## src/rtl/pip_pkg.sv

```systemverilog
// Shared layer codes for the overlay layer arbiter.
package pip_pkg;
    typedef enum logic [1:0] {
        LAYER_BASE = 2'd0,
        LAYER_OV1  = 2'd1,
        LAYER_OV2  = 2'd2
    } layer_e;

    localparam int unsigned NUM_OV = 2;
endpackage

```

## src/rtl/pip_cfg_hold.sv

```systemverilog
// Captures overlay geometry and flip mode on a frame-start pulse.
// Presents the configuration in force for the current pixel; the pulse cycle
// already sees the incoming values. Assumes frame_start is a one-cycle pulse.
// The effective enables already include the flip override.
module pip_cfg_hold #(
    parameter int unsigned NOV = 2,
    parameter int unsigned QW  = 9,
    parameter int unsigned YW  = 11
) (
    input  logic                    clk,
    input  logic                    rst_n,
    input  logic                    frame_start,
    input  logic                    flip_in,
    input  logic [NOV-1:0]          en_in,
    input  logic [NOV-1:0][QW-1:0]  col_in,
    input  logic [NOV-1:0][QW-1:0]  wid_in,
    input  logic [NOV-1:0][YW-1:0]  row_in,
    input  logic [NOV-1:0][YW-1:0]  hgt_in,
    output logic                    flip_act,
    output logic [NOV-1:0]          en_act,
    output logic [NOV-1:0][QW-1:0]  col_act,
    output logic [NOV-1:0][QW-1:0]  wid_act,
    output logic [NOV-1:0][YW-1:0]  row_act,
    output logic [NOV-1:0][YW-1:0]  hgt_act
);
    logic                   flip_q;
    logic [NOV-1:0]         en_q;
    logic [NOV-1:0][QW-1:0] col_q, wid_q;
    logic [NOV-1:0][YW-1:0] row_q, hgt_q;

    // Hold the frame's configuration; reload only on the frame-start pulse.
    always_ff @(posedge clk) begin
        if (!rst_n) begin
            flip_q <= 1'b0;
            en_q   <= '0;
            col_q  <= '0;
            wid_q  <= '0;
            row_q  <= '0;
            hgt_q  <= '0;
        end else if (frame_start) begin
            flip_q <= flip_in;
            en_q   <= en_in;
            col_q  <= col_in;
            wid_q  <= wid_in;
            row_q  <= row_in;
            hgt_q  <= hgt_in;
        end
    end

    // Select the configuration in force for the pixel of this cycle.
    always_comb begin
        flip_act = frame_start ? flip_in : flip_q;
        col_act  = frame_start ? col_in  : col_q;
        wid_act  = frame_start ? wid_in  : wid_q;
        row_act  = frame_start ? row_in  : row_q;
        hgt_act  = frame_start ? hgt_in  : hgt_q;
        en_act   = (frame_start ? en_in : en_q) & {NOV{~flip_act}};
    end

    // without a pulse the held configuration must not move
    a_r8_hold_stable: assert property (@(posedge clk) disable iff (!rst_n)
        !frame_start |=> ($stable(en_q) && $stable(col_q) && $stable(wid_q)
                          && $stable(row_q) && $stable(hgt_q) && $stable(flip_q)));
endmodule

```

## src/rtl/pip_win_hit.sv

```systemverilog
// Tests one pixel against one rectangular overlay window.
// Horizontal geometry is in units of 2**GX pixels; vertical geometry is in lines.
// Bounds are computed one bit wider so a window reaching the right or bottom
// edge does not wrap. Also gives the pixel's offset from the window origin.
module pip_win_hit #(
    parameter int unsigned XW = 11,
    parameter int unsigned YW = 11,
    parameter int unsigned GX = 2,
    localparam int unsigned QW = XW - GX
) (
    input  logic          en,
    input  logic [QW-1:0] col,
    input  logic [QW-1:0] wid,
    input  logic [YW-1:0] row,
    input  logic [YW-1:0] hgt,
    input  logic [XW-1:0] px,
    input  logic [YW-1:0] py,
    output logic          hit,
    output logic [XW-1:0] rx,
    output logic [YW-1:0] ry
);
    logic [XW-1:0] lo_x;
    logic [QW:0]   end_q;
    logic [XW:0]   hi_x;
    logic [YW:0]   hi_y;
    logic          in_x, in_y;

    // Scale the window bounds to pixels and compare against the raster position.
    always_comb begin
        lo_x  = {col, {GX{1'b0}}};
        end_q = {1'b0, col} + {1'b0, wid};
        hi_x  = {end_q, {GX{1'b0}}};
        hi_y  = {1'b0, row} + {1'b0, hgt};
        in_x  = (px >= lo_x) && ({1'b0, px} < hi_x);
        in_y  = (py >= row) && ({1'b0, py} < hi_y);
        hit   = en && in_x && in_y;
        rx    = px - lo_x;
        ry    = py - row;
    end
endmodule

```

## src/rtl/pip_layer_sel.sv

```systemverilog
// Per-pixel layer arbiter for a base layer and two overlay windows.
// Overlay 1 outranks overlay 2, and both outrank the base layer. The layer code
// and relative coordinate are registered, giving one clock of latency.
// Assumes one pixel per clock and frame_start pulsed with the first pixel.
module pip_layer_sel
    import pip_pkg::*;
#(
    parameter int unsigned XW = 11,
    parameter int unsigned YW = 11,
    parameter int unsigned GX = 2,
    localparam int unsigned QW = XW - GX
) (
    input  logic          clk,
    input  logic          rst_n,
    input  logic          frame_start,
    input  logic          flip_en,
    input  logic [XW-1:0] pix_x,
    input  logic [YW-1:0] pix_y,
    input  logic          ov1_en,
    input  logic [QW-1:0] ov1_col,
    input  logic [YW-1:0] ov1_row,
    input  logic [QW-1:0] ov1_wid,
    input  logic [YW-1:0] ov1_hgt,
    input  logic          ov2_en,
    input  logic [QW-1:0] ov2_col,
    input  logic [YW-1:0] ov2_row,
    input  logic [QW-1:0] ov2_wid,
    input  logic [YW-1:0] ov2_hgt,
    output logic [1:0]    layer,
    output logic [XW-1:0] rel_x,
    output logic [YW-1:0] rel_y
);
    logic                      flip_act;
    logic [NUM_OV-1:0]         en_act;
    logic [NUM_OV-1:0][QW-1:0] col_act, wid_act;
    logic [NUM_OV-1:0][YW-1:0] row_act, hgt_act;
    logic [NUM_OV-1:0]         hit;
    logic [NUM_OV-1:0][XW-1:0] wx;
    logic [NUM_OV-1:0][YW-1:0] wy;
    layer_e                    sel_layer;
    logic [XW-1:0]             sel_x;
    logic [YW-1:0]             sel_y;

    pip_cfg_hold #(.NOV(NUM_OV), .QW(QW), .YW(YW)) u_cfg (
        .clk         (clk),
        .rst_n       (rst_n),
        .frame_start (frame_start),
        .flip_in     (flip_en),
        .en_in       ({ov2_en, ov1_en}),
        .col_in      ({ov2_col, ov1_col}),
        .wid_in      ({ov2_wid, ov1_wid}),
        .row_in      ({ov2_row, ov1_row}),
        .hgt_in      ({ov2_hgt, ov1_hgt}),
        .flip_act    (flip_act),
        .en_act      (en_act),
        .col_act     (col_act),
        .wid_act     (wid_act),
        .row_act     (row_act),
        .hgt_act     (hgt_act)
    );

    for (genvar i = 0; i < NUM_OV; i++) begin : g_win
        pip_win_hit #(.XW(XW), .YW(YW), .GX(GX)) u_hit (
            .en  (en_act[i]),
            .col (col_act[i]),
            .wid (wid_act[i]),
            .row (row_act[i]),
            .hgt (hgt_act[i]),
            .px  (pix_x),
            .py  (pix_y),
            .hit (hit[i]),
            .rx  (wx[i]),
            .ry  (wy[i])
        );

        // a zero-sized window must never report a hit
        a_r6_zero_size: assert property (@(posedge clk) disable iff (!rst_n)
            (wid_act[i] == '0 || hgt_act[i] == '0) |-> !hit[i]);
    end

    // Fixed priority: overlay 1, then overlay 2, then the base layer.
    always_comb begin
        if (hit[0]) begin
            sel_layer = LAYER_OV1;
            sel_x     = wx[0];
            sel_y     = wy[0];
        end else if (hit[1]) begin
            sel_layer = LAYER_OV2;
            sel_x     = wx[1];
            sel_y     = wy[1];
        end else begin
            sel_layer = LAYER_BASE;
            sel_x     = pix_x;
            sel_y     = pix_y;
        end
    end

    // Register the decision for the fetch stage.
    always_ff @(posedge clk) begin
        if (!rst_n) begin
            layer <= LAYER_BASE;
            rel_x <= '0;
            rel_y <= '0;
        end else begin
            layer <= sel_layer;
            rel_x <= sel_x;
            rel_y <= sel_y;
        end
    end

    // code 3 is never produced
    a_r9_code_range: assert property (@(posedge clk) disable iff (!rst_n)
        layer != 2'd3);
    // an overlay-1 hit always wins the next output
    a_r4_ov1_first: assert property (@(posedge clk) disable iff (!rst_n)
        hit[0] |=> layer == LAYER_OV1);
    // flip mode forces the base layer
    a_r7_flip_base: assert property (@(posedge clk) disable iff (!rst_n)
        flip_act |=> layer == LAYER_BASE);
    // unclaimed pixels pass the raster coordinate through
    a_r2_base_coord: assert property (@(posedge clk) disable iff (!rst_n)
        (hit == '0) |=> (rel_x == $past(pix_x) && rel_y == $past(pix_y)));
endmodule

```

## config.mk

```make
export PLATFORM = sky130hd
export DESIGN_NAME = pip_layer_sel
export DESIGN_NICKNAME = d
export VERILOG_FILES = /design/src/rtl/pip_pkg.sv /design/src/rtl/pip_cfg_hold.sv /design/src/rtl/pip_win_hit.sv /design/src/rtl/pip_layer_sel.sv
export SDC_FILE = /design/constraint.sdc
export NUM_CORES = 1
export LEC_CHECK = 0
export BUFFER_PORTS_ARGS = -buffer_cell sky130_fd_sc_hd__buf_2
export CORE_MARGIN = 8
export CORE_UTILIZATION = 30
export CTS_CLUSTER_SIZE = 16
export DETAILED_ROUTE_END_ITERATION = 8
export GPL_ROUTABILITY_DRIVEN = 0
export HOLD_SLACK_MARGIN = 0.06
export PLACE_DENSITY = 0.59
export SYNTH_ARGS = -nofsm -noshare
export SYNTH_HDL_FRONTEND = slang
export SYNTH_SLANG_ARGS = --single-unit
```

## constraint.sdc

```tcl
create_clock -name clk -period 5.28 [get_ports clk]
set_clock_uncertainty 0.1 [all_clocks]
set_input_delay 0.528 -clock clk [delete_from_list [all_inputs] [get_ports clk]]
set_output_delay 0.528 -clock clk [all_outputs]
set_load 0.05 [all_outputs]
```

==> results.md, run 1 <==
- The clock net sink count is between 100 and 150.
- The measured slew at the worst slew-check pin is between 0.7 and 0.8 ns.
- The number of distinct standard cells referenced by the synthesized netlist is 63.
- The total standard cell area after synthesis is slightly above 0.008 mm².
- The number of enable flip-flop cells after synthesis is 0.
- Traced cell by cell, the critical path runs through buf_4 > buf_12 > mux2i_1 > inv_1 > ha_1 > nor2b_1 > o21ai_0 > nand2_1 > a21oi_1 > o21bai_1 > a21o_1 > a21oi_1 > xor2_1 > ha_1 > a2111oi_0 > o21a_1 > o31ai_1 > nor3_4 > buf_12 > mux2_1 > o22ai_1.
- The placed wire-length estimate after detailed placement is 17700 µm.
- The clock network latency to the later pin of the worst-skew pair is ~0.36 ns.
- For the worst setup path, the data required time is 5.47 ns.
- The clock tree from TritonCTS is yes.
- The worst hold path passes through 2 cells.
- The post-detailed-route count of antenna-violating nets is 0.
- Timing would allow up to between 0.2 and 0.25 GHz.
- The first-pass iteration count of the detailed router is 6.
- The cell count after synthesis is 908.
- The share of cells above drive strength 1 is about a fifth.
- In the final timing run, aggregate negative setup slack is 0 ns.
- The post-synthesis net count is around 1100.
- The via count of the first global-routing pass came to 6747.
- STA classifies the critical path startpoint as an input pin.
- The share of synthesized flip-flops with an asynchronous set or reset is 0%.
- The nature of the critical path endpoint is a flip-flop.
- Yosys printed 0 warnings.
- The startpoint identified for the worst register-to-register timing path is u_cfg.row_q[0].
- For this run, the slowest stage of the critical path takes between 0.4 and 0.5 ns.
- The worst vdd rail ir drop is about 0.16 mV.
- Across the run, the number of max-cap violations was 0.
- The clock network fraction of total power is 26.6%.
- The switching part of the total is 35.6%.
- The analysis attributes to cell leakage a power of ~4.6 nW.
- Summing all placed instances gives a cell area of roughly 0.0093 mm².
- The sequential area share after synthesis is a little over a quarter.
- Dividing the detail-routed wire length by the instance count gives between 15 and 20 µm.
- After layout, the minimum clock period comes to between 4 and 5 ns.
- The worst register-to-register path ends at rel_y[10].
- The routed layout has around 6800 vias.
- The class of the most critical hold timing path is input pin to flip-flop.
- Of the total power, combinational logic draws between 30% and 40%.
- The path with the worst hold slack has its endpoint at rel_x[1].
- The final number of max-transition violations came to 0.
- From left edge to right edge, the die measures 181 µm.
- The hold-fix buffer count after cts is 0.
- The net switching power of the design is 891 µW.
- The layout overhead on the synthesized area is 18.0%.
- The average footprint of a synthesized cell is ~9.0 µm².
- The overall die height is 181 µm.
- The total global-route track usage is between 10% and 20%.
- The remaining routing DRC violations is 0.
- The setup fix buffers added after clock tree synthesis is 0.
- The design area is around 0.0096 mm².
- Sequential cells burn a little over a third of the power.
- The final count of hold timing violations is 0.
- The total global routing overflow is 0.
- The global-route wire length before repair is 35400 µm.
- The detail-routed via count per cell is 4.86.
- The worst-case reg-to-reg path depth is 21.
- Setup repair after global routing left no endpoint under its margin.
- The source of the worst hold timing path is pix_x[1].
- The final worst-path cycle share is roughly nine tenths.
- In this run, CTS created clock tree buffers numbering 9.
- After synthesis the netlist holds a flip-flop and latch count of approximately 110.
- Post-CTS repair changed the size of 0 cells.
- The data arrival time at the worst-slack endpoint is 4.99 ns.
- The highest net fanout along the worst path is 54.
- The largest net degree at the start of global routing is 55.
- The flow ran to the end, and the final reports show no timing, DRC or antenna violations.
- The register clock-pin slew on the reported worst setup and hold paths is 0.08 ns.
- Setup violations remaining at the end of the flow were counted as 0.
- The cell at the slowest stage of the critical path is sky130_fd_sc_hd__mux2i_1.
- The count of buffers added on input and output ports is 131.
- The utilization after layout is a little over a third.
- The internal portion of the total power is 1.61 mW.
- The H-tree level count is 3.
- In this run, the number of DRC markers left after iteration 0 of detailed routing was between 300 and 400.
- For this run, the post-layout net count is between 1000 and 1500.
- Power spread over the standard cell area amounts to 260 mW/mm².
- Counting along the longest clock path gives a buffer depth of 2.
- The prevailing post-synth register cell is sky130_fd_sc_hd__dfxtp_1.
- The tightest slew margin relative to the limit is a little under half.
- The die covers ~0.033 mm².
- The final layout contains routed wiring with a total length of 21900 µm.
- about 130 I/O pins were placed.
- The initial antenna violation count is 3.
- In this run the standard cell core region covers 0.0268 mm².
- The cell chosen for the clock root is sky130_fd_sc_hd__clkbuf_16.
- The start-to-end type of the worst setup path is input pin to flip-flop.
- The effective utilization at floorplan is 30.4%.
- The register-to-register setup slack is ~0.84 ns.
- The row count is 60.
registers in the layout (all words and copies together), names as in the netlist:
| register | count |
|---|---|
| u_cfg.hgt_q | 22 |
| u_cfg.row_q | 22 |
| u_cfg.col_q | 18 |
| u_cfg.wid_q | 18 |
| rel_x | 11 |
| rel_y | 11 |
| layer | 2 |
| u_cfg.en_q | 2 |
| u_cfg.flip_q | 1 |
cells in the final DEF (no fill, tap or decap), types with 19 or more instances in the layout:
cell type,n
sky130_fd_sc_hd__dfxtp_1,107
sky130_fd_sc_hd__xor2_1,26
sky130_fd_sc_hd__nor2_1,65
sky130_fd_sc_hd__mux2i_1,57
sky130_fd_sc_hd__o21ai_0,48
sky130_fd_sc_hd__inv_1,73
sky130_fd_sc_hd__o22ai_1,19
sky130_fd_sc_hd__a21o_1,20
sky130_fd_sc_hd__buf_2,130
sky130_fd_sc_hd__and2_1,43
sky130_fd_sc_hd__nand2b_1,21
sky130_fd_sc_hd__nand2_1,19
sky130_fd_sc_hd__buf_4,25
sky130_fd_sc_hd__mux2_2,42
sky130_fd_sc_hd__ha_1,116
sky130_fd_sc_hd__a21oi_1,50
sky130_fd_sc_hd__xnor2_1,25
cell usage after synthesis (4+ instances only):
master / number / share of area (%)
sky130_fd_sc_hd__inv_1: 73 / 3.4
sky130_fd_sc_hd__mux2_2: 42 / 5.8
sky130_fd_sc_hd__xor2_1: 26 / 2.8
sky130_fd_sc_hd__or3_1: 4 / 0.31
sky130_fd_sc_hd__o21ai_0: 48 / 2.9
sky130_fd_sc_hd__o22ai_1: 19 / 1.5
sky130_fd_sc_hd__o31ai_1: 4 / 0.37
sky130_fd_sc_hd__nand4_1: 9 / 0.69
sky130_fd_sc_hd__nand2_1: 19 / 0.87
sky130_fd_sc_hd__nor2_1: 65 / 3.0
sky130_fd_sc_hd__mux2_1: 4 / 0.55
sky130_fd_sc_hd__and2_1: 43 / 3.3
sky130_fd_sc_hd__o21a_1: 13 / 1.2
sky130_fd_sc_hd__nor2b_1: 13 / 1.0
sky130_fd_sc_hd__a21o_1: 20 / 1.8
sky130_fd_sc_hd__a211oi_1: 11 / 1.0
sky130_fd_sc_hd__nor3_1: 13 / 0.80
sky130_fd_sc_hd__dfxtp_1: 107 / 26
sky130_fd_sc_hd__o21ai_1: 11 / 0.67
sky130_fd_sc_hd__nand3_1: 11 / 0.67
sky130_fd_sc_hd__fa_1: 8 / 2.0
sky130_fd_sc_hd__xnor2_1: 25 / 2.7
sky130_fd_sc_hd__o21bai_1: 7 / 0.64
sky130_fd_sc_hd__clkbuf_1: 14 / 0.64
sky130_fd_sc_hd__nand2b_1: 21 / 1.6
sky130_fd_sc_hd__ha_1: 116 / 18
sky130_fd_sc_hd__buf_2: 7 / 0.43
sky130_fd_sc_hd__mux2i_1: 57 / 7.0
sky130_fd_sc_hd__a21oi_1: 50 / 3.1
cells by family (layout without fill, tap and decap cells):
kind of cell | count (synthesis) | after routing | synth area share [%]
AOI/OAI and AO/OA | 214 | 214 | 17.0
and+or+nand+nor | 209 | 209 | 13.3
adders and majority gates | 124 | 124 | 19.8
DFF | 107 | 107 | 26.3
muxes | 103 | 103 | 13.3
buffers and inverters | 100 | 247 | 4.94
xor gates and xnor gates | 51 | 51 | 5.47
other | 0 | 1 | 0
layer usage:
layer,share of wire [%],vias to the layer above,global-route usage [%],wire [µm]
met5,0.087,-,0,19
met3,5.5,19,3.45,1200
met4,1.1,4,2.71,230
met2,46,145,22.3,10100
li1,-,3532,-,-
met1,47,3088,17.2,10400
worst max-delay path, delay by kind of cell:
kind            cells  cell delay [ns]
fa+ha+maj           2             0.57
buf+inv             4             0.97
mux                 2             0.76
compound gates      9             1.61
xor+xnor            1             0.09
simple gates        3             0.43
layout make-up:
cell class | instances | area (µm²)
antenna | 1 | 2.50
clock buffer | 9 | 225
clock inverter | 6 | 51.3
fill | 2775 | 17200
inverter | 75 | 282
multi-input combinational | 701 | 5620
sequential | 107 | 2140
tap | 341 | 427
timing repair buffer | 157 | 878
worst max-delay path by stage:
stage	start	to	slack [ns]	cells after the start
floorplan	frame_start	rel_y[4]	0.06	23
global placement	frame_start	rel_y[10]	0.19	21
detailed placement	frame_start	rel_x[2]	0.09	21
CTS	frame_start	rel_x[2]	0.45	21
global route	frame_start	rel_y[1]	0.01	21
finish	frame_start	rel_y[1]	0.48	21
power groups by stage:
stage	sequential [mW]	clock (mW)	combinational, mW
after floorplan	0.934	0	0.674
after global placement	0.891	0	0.951
after detailed placement	0.892	0	0.963
after CTS	0.873	0.692	0.971
after global routing	0.878	0.723	1.10
final	0.873	0.665	0.965
through the flow:
stage / power [mW] / hold slack [ns] / worst slack [ns] / cells
6_report: 2.50 / 0.275 / 0.481 / 1397
5_1_grt: 2.70 / 0.272 / 0.0140 / 1397
4_1_cts: 2.54 / 0.261 / 0.455 / 1396
3_5_place_dp: 1.85 / 0.400 / 0.0869 / 1381
3_3_place_gp: 1.84 / 0.371 / 0.194 / 1381
2_1_floorplan: 1.61 / 0.360 / 0.0570 / 908
Note: power is estimated with default switching activity, not from simulation.
==> run 2: changes to the inputs <==
Settings changed: CORE_UTILIZATION 30 to 52, PLACE_DENSITY 0.59 to 0.87.
==> results.md, run 2 (synthesis results as in run 1) <==
- STA classifies the critical path endpoint as a flip-flop.
- The total power draw is 2.62 mW (+4.8%).
- The family with the most delay on the worst path is compound AO/OA/AOI/OAI gates.
- From synthesis to final layout, the design area changed by 15.8%.
- The register-to-register setup slack was 0.84 ns (about the same).
- The clock tree from TritonCTS is yes.
- The most common library cell in the layout ignoring fill and taps is sky130_fd_sc_hd__buf_2.
- The largest net degree at the start of global routing came to 51 (-7.3%).
- The highest net fanout along the worst path was 50 (-7.4%).
- The largest registers in the layout are u_cfg.hgt_q: 22 flops, u_cfg.row_q: 22 flops.
- The maximum achievable frequency is 0.207 GHz (-0.61%).
- The start-to-end type of the worst setup path is input pin to flip-flop.
- The row count was 45 (-25%).
- The worst hold slack after final layout is 0.279 ns (+0.00444 ns).
- The launching instance or port of the critical path is frame_start.
- The initial antenna violation count was 3 (unchanged).
- Leaving out fill and tap cells, the most frequent cells in the layout are 130 x sky130_fd_sc_hd__buf_2, 116 x sky130_fd_sc_hd__ha_1, 107 x sky130_fd_sc_hd__dfxtp_1, 73 x sky130_fd_sc_hd__inv_1, 65 x sky130_fd_sc_hd__nor2_1.
- The average wire length per cell after detail routing came to 16.1 µm (+2.8%).
- The clock net sink count is 107 (unchanged).
- The total global routing overflow is 0 (unchanged).
- The via count of the first global-routing pass is 7026 (+4.1%).
- The number of logic stages on the critical path including buffering is 22 (+4.8%).
- The share of cells above drive strength 1 came to 20.5% (-0.85 points).
- The met3 track demand over resource in global routing is 5.77% (+2.3 points).
- The launch point of the worst reg-to-reg path is u_cfg.hgt_q[0].
- The measured slew at the worst slew-check pin is 0.690 ns (-0.0993 ns).
- The clock network latency to the later pin of the worst-skew pair is 0.37 ns (about the same).
- The slowest stage of the critical path is the sky130_fd_sc_hd__a2111oi_0 cell.
- The setup fix buffers added after clock tree synthesis is 0 (unchanged).
- The number of port buffers is 131 (unchanged).
- The run finished with clean final reports.
- The global-route wire length before repair came to 33400 µm (-5.8%).
- The quantity of gates resized following cts was 0 (unchanged).
- The maximum buffer depth of the clock tree is 2 (unchanged).
- The time the worst path needs with I/O delays and setup is 4.83 ns (+0.0295 ns).
- The area of the die is 0.0200 mm² (-39%).
- The worst path buffer plus inverter count is 4 (unchanged).
- The I/O pin count is 132 (unchanged).
- The number of clock buffers inserted by TritonCTS is 9 (unchanged).
- The horizontal die dimension came to 141 µm (-22%).
- The utilization after layout is 61.9% (+26 points).
- The worst vdd rail ir drop was 0.324 mV (+110%).
- The final worst-path cycle share is 91.4% (+0.56 points).
- The overall die height is 141 µm (-22%).
- The first-pass iteration count of the detailed router is 5 (-1).
- The met1 layer usage reported by global route came to 23.2% (+6.0 points).
- The H-tree level count is 3 (unchanged).
- The remaining routing DRC violations is 0 (unchanged).
- The final setup violation count is 0 (unchanged).
- The delay of the slowest cell on the worst path is 0.44 ns (+0.02 ns).
- The overall routed net length is 20200 µm (-7.5%).
- The hold-fix buffer count after cts was 0 (unchanged).
- Following the worst setup path forward leads to its endpoint at rel_y[0].
- The final layout net count is 1272 (-0.86%).
- The core outline area was 0.0153 mm² (-43%).
- The power density of the placed cells came to 278 mW/mm² (+6.8%).
- The critical path goes through buf_4 > buf_12 > mux2_2 > ha_1 > inv_1 > fa_1 > nor2b_1 > o21ai_0 > nand2_1 > a21oi_1 > o21bai_1 > a21o_1 > a21oi_1 > xor2_1 > ha_1 > a2111oi_0 > o21a_1 > o31ai_1 > nor3_4 > buf_12 > mux2_1 > o22ai_1.
- The post-detailed-route count of antenna-violating nets is 0 (unchanged).
- The effective utilization at floorplan came to 53.5% (+23 points).
- The worst endpoint required time came to 5.47 ns (about the same).
- The global routing stage identified its most utilized layer as met2.
- The endpoint identified for the worst register-to-register timing path is rel_y[8].
- The number of max-cap violations came to 0 (unchanged).
- The final count of hold timing violations is 0 (unchanged).
- The placed wire-length estimate after detailed placement is 16000 µm (-9.8%).
- The number of antenna cells inserted was 0 (-1).
- The launching element type of the critical path is an input pin.
- The tree is rooted in a sky130_fd_sc_hd__clkbuf_16.
- The tightest slew margin relative to the limit is 54.0% (+6.6 points).
- The fraction of met2 tracks used by global routing is 36.8% (+14 points).
- The total global-route track usage was 20.5% (+7.1 points).
- Setup repair after global routing left no endpoint under its margin.
- The final number of max-transition violations is 0 (unchanged).
- The min-delay analysis places its worst path in the category input pin to flip-flop.
- The static leakage power is 4.63 nW (-0.33%).
- The summed negative setup slack over all endpoints came to 0 ns (unchanged).
- The worst-case reg-to-reg path depth came to 21 (unchanged).
- The first-iteration detailed-routing DRC count was 307 (-14%).
- The total via count in the routed design is 6989 (+3.0%).
- The register clock-pin slew on the reported worst setup and hold paths is 0.07 ns (about the same).
- The data arrival time at the worst-slack endpoint came to 5.02 ns (+0.03 ns).
- The detail-routed via count per cell came to 5.56 (+15%).
-- run 2: worst min-delay path by stage --
stage | start | endpoint | slack, ns | depth (start not counted)
after floorplan | u_cfg.en_q[0] | u_cfg.en_q[0] | 0.36 | 2
after global placement | u_cfg.en_q[0] | u_cfg.en_q[0] | 0.37 | 2
after detailed placement | u_cfg.en_q[0] | u_cfg.en_q[0] | 0.39 | 2
after CTS | pix_x[1] | rel_x[1] | 0.27 | 2
after global routing | pix_x[1] | rel_x[1] | 0.28 | 2
final | pix_x[1] | rel_x[1] | 0.28 | 2
-- run 2: layout make-up --
type,count,area (µm²)
clock buffers,10,229
clock inverters,6,113
fillers,1317,5810
inverters,75,282
multi-input cells,701,5620
flip-flops and latches,107,2140
well taps,211,264
repair buffers,146,796
-- run 2: worst register-to-register path, stage by stage (launching register included) --
cell and delay (ns):
sky130_fd_sc_hd__dfxtp_1 0.31, sky130_fd_sc_hd__mux2_2 0.17, sky130_fd_sc_hd__ha_1 0.20, sky130_fd_sc_hd__inv_1 0.07, sky130_fd_sc_hd__fa_1 0.40, sky130_fd_sc_hd__nor2b_1 0.12
sky130_fd_sc_hd__o21ai_0 0.10, sky130_fd_sc_hd__a21boi_0 0.19, sky130_fd_sc_hd__o21ai_0 0.12, sky130_fd_sc_hd__a21oi_1 0.20, sky130_fd_sc_hd__o21ai_0 0.12, sky130_fd_sc_hd__mux2_2 0.23
sky130_fd_sc_hd__nor3_1 0.05, sky130_fd_sc_hd__ha_1 0.19, sky130_fd_sc_hd__a2111o_1 0.37, sky130_fd_sc_hd__a211oi_2 0.19, sky130_fd_sc_hd__o21ai_1 0.09, sky130_fd_sc_hd__nand4_1 0.09
sky130_fd_sc_hd__o32ai_1 0.09, sky130_fd_sc_hd__a311o_1 0.32, sky130_fd_sc_hd__or2_4 0.35, sky130_fd_sc_hd__o32ai_2 0.28
-- run 2: through the flow --
stage | area, µm² | setup WS [ns] | cells
global placement | 9100 | 0.235 | 1240
CTS | 9450 | 0.468 | 1256
global route | 9450 | 0.0994 | 1256
detailed placement | 9100 | 0.105 | 1240
floorplan | 8160 | 0.0570 | 908
finish | 9450 | 0.452 | 1256
-- run 2: metal layers --
| layer | vias to the layer above | wire (µm) |
|---|---|---|
| met4 | 6 | 319 |
| met1 | 3239 | 8430 |
| met3 | 35 | 1430 |
| met2 | 208 | 9990 |
| met5 | - | 46 |
| li1 | 3501 | - |
-- run 2: where the power goes --
| group | switching (mW) | internal (mW) |
|---|---|---|
| Sequential | 0.0156 | 0.857 |
| Combinational | 0.542 | 0.426 |
| Clock | 0.315 | 0.465 |
